**config.mk**
```make
export PLATFORM = sky130hd
export DESIGN_NAME = irda_baud_gen
export DESIGN_NICKNAME = d
export VERILOG_FILES = /design/src/rtl/irda_bg_pkg.sv /design/src/rtl/irda_bg_ctrl.sv /design/src/rtl/irda_bg_dp.sv /design/src/rtl/irda_baud_gen.sv
export SDC_FILE = /design/constraint.sdc
export NUM_CORES = 1
export LEC_CHECK = 0
export ABC_AREA = 1
export ABC_CLOCK_PERIOD_IN_PS = 2950
export BUFFER_PORTS_ARGS = -buffer_cell sky130_fd_sc_hd__buf_2
export CAP_MARGIN = 10
export CORE_MARGIN = 2
export CORE_UTILIZATION = 30
export CTS_CLUSTER_DIAMETER = 200
export DETAILED_ROUTE_END_ITERATION = 6
export GPL_TIMING_DRIVEN = 0
export PLACE_DENSITY_LB_ADDON = 0.3
export SETUP_SLACK_MARGIN = 0.1
export SYNTH_ARGS = -nofsm -noshare
export SYNTH_HDL_FRONTEND = slang
export SYNTH_SLANG_ARGS = --single-unit
export TNS_END_PERCENT = 50
```
**constraint.sdc**
```tcl
create_clock -name clk -period 2.95 [get_ports clk]
set_clock_uncertainty 0.05 [all_clocks]
set_input_delay 0.295 -clock clk [delete_from_list [all_inputs] [get_ports clk]]
set_output_delay 0.295 -clock clk [all_outputs]
set_load 0.03 [all_outputs]
```
**src/rtl/irda_bg_pkg.sv**
```systemverilog
package irda_bg_pkg;
  localparam logic [2:0] MODE_SIR = 3'd0;
  localparam logic [2:0] MODE_MIR = 3'd1;
  localparam logic [2:0] MODE_FIR = 3'd2;
  localparam logic [2:0] MODE_OFF = 3'd7;

  typedef struct packed {
    logic clearAll;
    logic loadLo;
    logic loadHi;
    logic enSir;
    logic enMir;
    logic enFir;
  } ctrlStrobes_t;
endpackage

```
**src/rtl/irda_bg_ctrl.sv**
```systemverilog
module irda_bg_ctrl
  import irda_bg_pkg::*;
#(
  parameter int PULSE_ON  = 77,
  parameter int PULSE_OFF = 341
) (
  input  logic         clk,
  input  logic         rstN,
  input  logic [2:0]   modeSel,
  input  logic         divLoWr,
  input  logic         divHiWr,
  input  logic         pulseTrig,
  output ctrlStrobes_t ctl,
  output logic         wrReject,
  output logic         sipOut
);
  localparam int MAXP = (PULSE_ON > PULSE_OFF) ? PULSE_ON : PULSE_OFF;
  localparam int PCW  = (MAXP > 1) ? $clog2(MAXP) : 1;

  typedef enum logic [1:0] {PS_IDLE, PS_ON, PS_GUARD} pulseState_t;

  logic [2:0]  prevMode;
  logic        modeChange;
  logic        isOff;
  logic        anyEn;
  pulseState_t pState;
  logic [PCW-1:0] pCnt;

  assign modeChange = (modeSel != prevMode);
  assign isOff      = (modeSel == MODE_OFF);

  always_comb begin
    ctl.clearAll = modeChange;
    ctl.loadLo   = divLoWr && isOff;
    ctl.loadHi   = divHiWr && isOff;
    ctl.enSir    = (modeSel == MODE_SIR) && !modeChange;
    ctl.enMir    = (modeSel == MODE_MIR) && !modeChange;
    ctl.enFir    = (modeSel == MODE_FIR) && !modeChange;
  end

  assign anyEn = ctl.enSir || ctl.enMir || ctl.enFir;

  always_ff @(posedge clk) begin
    if (!rstN) begin
      prevMode <= MODE_OFF;
      wrReject <= 1'b0;
    end else begin
      prevMode <= modeSel;
      wrReject <= (divLoWr || divHiWr) && !isOff;
    end
  end

  always_ff @(posedge clk) begin
    if (!rstN || modeChange) begin
      pState <= PS_IDLE;
      pCnt   <= '0;
    end else begin
      case (pState)
        PS_IDLE: begin
          if (pulseTrig && anyEn) begin
            pState <= PS_ON;
            pCnt   <= '0;
          end
        end
        PS_ON: begin
          if (pCnt == PCW'(PULSE_ON - 1)) begin
            pCnt   <= '0;
            pState <= (modeSel == MODE_SIR) ? PS_IDLE : PS_GUARD;
          end else begin
            pCnt <= pCnt + 1'b1;
          end
        end
        PS_GUARD: begin
          if (pCnt == PCW'(PULSE_OFF - 1)) begin
            pCnt   <= '0;
            pState <= PS_IDLE;
          end else begin
            pCnt <= pCnt + 1'b1;
          end
        end
        default: pState <= PS_IDLE;
      endcase
    end
  end

  assign sipOut = (pState == PS_ON);
endmodule

```
**src/rtl/irda_bg_dp.sv**
```systemverilog
module irda_bg_dp
  import irda_bg_pkg::*;
#(
  parameter int DIV_W       = 14,
  parameter int LO_W        = 8,
  parameter int SIR_RATIO   = 16,
  parameter int MIR_RATIO_A = 41,
  parameter int MIR_RATIO_B = 42,
  parameter int FIR_RATIO   = 6
) (
  input  logic             clk,
  input  logic             rstN,
  input  ctrlStrobes_t     ctl,
  input  logic [LO_W-1:0]  wrData,
  output logic             sirStrobe,
  output logic             mirStrobe,
  output logic             firStrobe,
  output logic [DIV_W-1:0] divValue
);
  localparam int HI_W  = DIV_W - LO_W;
  localparam int MAXAB = (MIR_RATIO_A > MIR_RATIO_B) ? MIR_RATIO_A : MIR_RATIO_B;
  localparam int MAXSF = (SIR_RATIO > FIR_RATIO) ? SIR_RATIO : FIR_RATIO;
  localparam int MAXR  = (MAXAB > MAXSF) ? MAXAB : MAXSF;
  localparam int PRE_W = (MAXR > 1) ? $clog2(MAXR) : 1;
  localparam int NMODE = 3;

  logic [DIV_W-1:0] divReg;
  logic [DIV_W-1:0] baseCnt;
  logic [PRE_W-1:0] preCnt;
  logic [PRE_W-1:0] curLimit;
  logic             mirPhase;
  logic             anyEn;
  logic             hold;
  logic             baseTick;
  logic             preWrap;
  logic [NMODE-1:0] enVec;
  logic [NMODE-1:0] strobeQ;

  always_ff @(posedge clk) begin
    if (!rstN) begin
      divReg <= '0;
    end else begin
      if (ctl.loadLo) divReg[LO_W-1:0]     <= wrData;
      if (ctl.loadHi) divReg[DIV_W-1:LO_W] <= wrData[HI_W-1:0];
    end
  end

  assign enVec    = {ctl.enFir, ctl.enMir, ctl.enSir};
  assign anyEn    = |enVec;
  assign hold     = ctl.clearAll || !anyEn || (divReg == '0);
  assign baseTick = !hold && (baseCnt == divReg - DIV_W'(1));

  always_comb begin
    if (ctl.enSir)      curLimit = PRE_W'(SIR_RATIO);
    else if (ctl.enMir) curLimit = mirPhase ? PRE_W'(MIR_RATIO_B) : PRE_W'(MIR_RATIO_A);
    else                curLimit = PRE_W'(FIR_RATIO);
  end

  assign preWrap = baseTick && (preCnt == curLimit - PRE_W'(1));

  always_ff @(posedge clk) begin
    if (!rstN || hold) begin
      baseCnt <= '0;
    end else if (baseTick) begin
      baseCnt <= '0;
    end else begin
      baseCnt <= baseCnt + DIV_W'(1);
    end
  end

  always_ff @(posedge clk) begin
    if (!rstN || ctl.clearAll || !anyEn) begin
      preCnt   <= '0;
      mirPhase <= 1'b0;
    end else if (baseTick) begin
      if (preWrap) begin
        preCnt <= '0;
        if (ctl.enMir) mirPhase <= ~mirPhase;
      end else begin
        preCnt <= preCnt + PRE_W'(1);
      end
    end
  end

  for (genvar g = 0; g < NMODE; g++) begin : gStrobe
    always_ff @(posedge clk) begin
      if (!rstN) strobeQ[g] <= 1'b0;
      else       strobeQ[g] <= preWrap && enVec[g];
    end
  end

  assign sirStrobe = strobeQ[0];
  assign mirStrobe = strobeQ[1];
  assign firStrobe = strobeQ[2];
  assign divValue  = divReg;
endmodule

```
**src/rtl/irda_baud_gen.sv**
```systemverilog
module irda_baud_gen
  import irda_bg_pkg::*;
#(
  parameter int DIV_W       = 14,
  parameter int LO_W        = 8,
  parameter int SIR_RATIO   = 16,
  parameter int MIR_RATIO_A = 41,
  parameter int MIR_RATIO_B = 42,
  parameter int FIR_RATIO   = 6,
  parameter int PULSE_ON    = 77,
  parameter int PULSE_OFF   = 341
) (
  input  logic            clk,
  input  logic            rstN,
  input  logic [2:0]      modeSel,
  input  logic            divLoWr,
  input  logic            divHiWr,
  input  logic [LO_W-1:0] wrData,
  input  logic            pulseTrig,
  output logic            sirStrobe,
  output logic            mirStrobe,
  output logic            firStrobe,
  output logic            sipOut,
  output logic            wrReject
);
  ctrlStrobes_t     ctl;
  logic [DIV_W-1:0] divValue;

  irda_bg_ctrl #(.PULSE_ON(PULSE_ON), .PULSE_OFF(PULSE_OFF)) ctrlI (
    .clk(clk), .rstN(rstN), .modeSel(modeSel), .divLoWr(divLoWr),
    .divHiWr(divHiWr), .pulseTrig(pulseTrig), .ctl(ctl),
    .wrReject(wrReject), .sipOut(sipOut)
  );

  irda_bg_dp #(
    .DIV_W(DIV_W), .LO_W(LO_W), .SIR_RATIO(SIR_RATIO),
    .MIR_RATIO_A(MIR_RATIO_A), .MIR_RATIO_B(MIR_RATIO_B), .FIR_RATIO(FIR_RATIO)
  ) dpI (
    .clk(clk), .rstN(rstN), .ctl(ctl), .wrData(wrData),
    .sirStrobe(sirStrobe), .mirStrobe(mirStrobe), .firStrobe(firStrobe),
    .divValue(divValue)
  );
endmodule

```
==> flow_summary.json <==
{
  "cts_sinks": 53,
  "worst_r2r_path_depth": 14,
  "clk_pin_slew_worst_paths_ps": 100,
  "synth_edf_count": 0,
  "io_pins": 21,
  "hpwl_mm": 6.02,
  "firstDrtPassIters": 4,
  "post_cts_buffers": 0,
  "synth_area_leaders": "dfxtp_1, nand2_1, inv_1",
  "die-area_um2": 11800,
  "yosys.area.top_type_share_pct": 32.2,
  "hold_class": "in2reg",
  "endpoint_kind": "flop",
  "ir_drop_mv": 0.206,
  "fin_tns_setup_ps": 0,
  "cts_resized": 0,
  "cpMostUsedCell": "nand2_1",
  "synth_area_per_cell_um2": 6.61,
  "grt.busiest_layer": "met2",
  "critPathKind": "reg2reg",
  "place_ws_ps": 348,
  "synth_seq_cells": 53,
  "cp_top_family": "simple AND/OR/NAND/NOR gates",
  "cp.buffers_inverters": 2,
  "antenna_found_initial": 0,
  "hold_violations": 0,
  "power.total_mw": 1.55,
  "synth_area_um2": 3300,
  "syn_nets": 525,
  "drv_cap": 0,
  "numCtsBuffers": 5,
  "seq_area_frac_synth_pct": 32.2,
  "p_seq_share_pct": 47.5,
  "grt_max_degree": 17,
  "vias": 3051,
  "drtIter0Drc": 111,
  "r2r_start": "ctrlI.prevMode[0]$_SDFF_PN1_",
  "leakage_nw": 1.53,
  "slew_headroom_pct": 64.9,
  "grt.overflow.total": 0,
  "setup_ws_ps": 391,
  "synthArstFlopShare_pct": 0,
  "rrSetupSlack_ps": 390,
  "holdPathEnd": "dpI.divValue[6]$_SDFFE_PN0P_",
  "drc_errors": 0,
  "place.gp.congestion": 0.816,
  "insertion_delay_ps": 320,
  "synth_cell_types": 40,
  "max_stage_delay_ps": 400,
  "clockPowerShare_pct": 38.3,
  "final_nets": 551,
  "worst_pin_slew_ps": 522,
  "port_buffers": 19,
  "hold_path_startpoint": "wrData[6]",
  "p_int_mw": 1.14,
  "met3_usage_pct": 1.85,
  "antenna_left": 0,
  "post-route-period-util_pct": 86.7,
  "status": "complete, no violations",
  "switching_share_pct": 26.5,
  "grt_pass1_vias": 2886,
  "yosysTopAreaCell": "dfxtp_1",
  "routed_wl_mm": 7.48,
  "cp_data_required_time_ps": 3130,
  "vias_per_cell": 4.58,
  "fin_util_pct": 34.3,
  "num_antenna_cells": 0,
  "area_growth_pct": 12.3,
  "synthFlopType": "dfxtp_1",
  "final_common_cell": "nand2_1",
  "core_um2": 10800,
  "finalMaxSlewViolations": 0,
  "start_kind": "flop",
  "grtUsageMet2_pct": 24.4,
  "p_per_area_nw_per_um2": 418,
  "cts_root_buf": "clkbuf_8",
  "setup_viol": 0,
  "rows": 38,
  "die_y_um": 109,
  "grt_util_met1_pct": 17.3,
  "grt_usage_pct": 13.9,
  "whs_path_depth": 3,
  "drive_above_1_share_pct": 13.1,
  "regToRegEndpoint": "dpI.preCnt[5]$_SDFFE_PP0P_",
  "initial_core_util_pct": 30.6,
  "syn_inst": 499,
  "cts_max_level": 2,
  "p_sw_uw": 410,
  "cts_hold_buffers": 0,
  "die_width_um": 109,
  "crit_fanout": 6,
  "synth_warnings": 0,
  "p_comb_share_pct": 14.2,
  "holdWs_ps": 177,
  "cpMaxStageDelayCell": "dfxtp_1",
  "avgRoutedWirePerCell_um": 11.2,
  "rsz0062_at_grt": "false",
  "timing.fmax_ghz": 0.391,
  "grt_pass1_wl_mm": 13.0,
  "period_needed_ps": 2560,
  "cts_tree": "done",
  "cts_max_path_buffers": 2,
  "path_cells": "nand2_1 > inv_1 > nand3_1 > nor2_1 > inv_1 > ha_1 > xor2_1 > o21ai_0 > a21oi_1 > nand2_1 > nor3_4 > a21oi_1 > nand2_1 > nor2_1",
  "cp.arrival_ps": 2740,
  "final_cell_mix": "nand2_1, inv_1, nor2_1"
}
## synthesized netlist by cell type (2+ instances only)
master / n
nand3_2: 2
clkbuf_1: 3
nor3_2: 5
nand2_1: 115
nor3_1: 12
o21ai_0: 23
nand3b_1: 2
a21oi_1: 22
a211oi_1: 2
dfxtp_1: 53
nand3_1: 34
a21oi_2: 6
o21ai_1: 3
inv_2: 2
a31oi_1: 2
nor2_2: 5
xor2_1: 9
nor2_1: 66
ha_1: 10
nand4_1: 12
nand2_2: 8
buf_6: 2
xnor2_1: 6
inv_1: 77
o31ai_1: 2
nor2_4: 2
## routing by layer
layer	routed length, um	part of all wire (%)	up-vias
met5	0	0	-
met4	112	1.5	0
met3	129	1.7	6
met2	3590	48	25
met1	3650	49	1382
li1	-	-	1638
## metrics by stage
stage,cell area [um2],std cells
floorplan,3300,499
finish,3700,666
CTS,3700,666
global route,3700,666
global placement,3570,658
detailed placement,3570,658
## power by group through the flow
stage / logic, mW / clock network [mW] / registers, mW
5_1_grt: 0.256 / 0.632 / 0.737
6_report: 0.219 / 0.593 / 0.735
3_3_place_gp: 0.216 / 0 / 0.751
4_1_cts: 0.221 / 0.612 / 0.735
3_5_place_dp: 0.220 / 0 / 0.751
2_1_floorplan: 0.166 / 0 / 0.751
## flip-flops by register name, indices dropped and copies added (netlist names)
signal          cells
ctrlI.pState        2
ctrlI.prevMode      3
dpI.mirPhase        1
ctrlI.wrReject      1
dpI.mirStrobe       1
dpI.firStrobe       1
ctrlI.pCnt          9
dpI.sirStrobe       1
dpI.divValue       14
dpI.baseCnt        14
dpI.preCnt          6
## logic make-up (layout without fill, tap and decap cells)
family	count (synthesis)	in the layout	synth area share (%)
AOI/OAI and AO/OA	64	64	11.2
and+or+nand+nor	270	270	38.0
DFF	53	53	32.2
adders and majority gates	10	10	3.79
xor gates and xnor gates	16	16	4.48
buffers and inverters	86	113	10.4
## tightest hold or removal path: cells and delay by family
| kind | cells | cell delay, ps |
|---|---|---|
| buffers and inverters | 1 | 70 |
| AO/OA/AOI/OAI | 1 | 70 |
| AND/OR/NAND/NOR | 1 | 70 |
## layout make-up
type / instances / area, um2
tap: 140 / 175
inverter: 80 / 303
fill: 1159 / 7090
timing repair buffer: 19 / 95.1
clock buffer: 5 / 68.8
buffer: 6 / 38.8
sequential: 53 / 1060
clock inverter: 3 / 65.1
multi-input combinational: 360 / 1900
## how the worst max path moves through the flow
stage | end | slack [ps] | depth (start not counted) | start
6_report | dpI.preCnt[5]$_SDFFE_PP0P_ | 390 | 14 | ctrlI.prevMode[0]$_SDFF_PN1_
5_1_grt | dpI.preCnt[5]$_SDFFE_PP0P_ | 150 | 14 | ctrlI.prevMode[0]$_SDFF_PN1_
4_1_cts | dpI.preCnt[5]$_SDFFE_PP0P_ | 410 | 14 | ctrlI.prevMode[0]$_SDFF_PN1_
3_5_place_dp | dpI.preCnt[5]$_SDFFE_PP0P_ | 350 | 15 | modeSel[0]
3_3_place_gp | dpI.preCnt[0]$_SDFFE_PP0P_ | 400 | 14 | modeSel[2]
2_1_floorplan | dpI.preCnt[0]$_SDFFE_PP0P_ | 710 | 15 | modeSel[0]
Note: power is estimated with default switching activity, not from simulation.
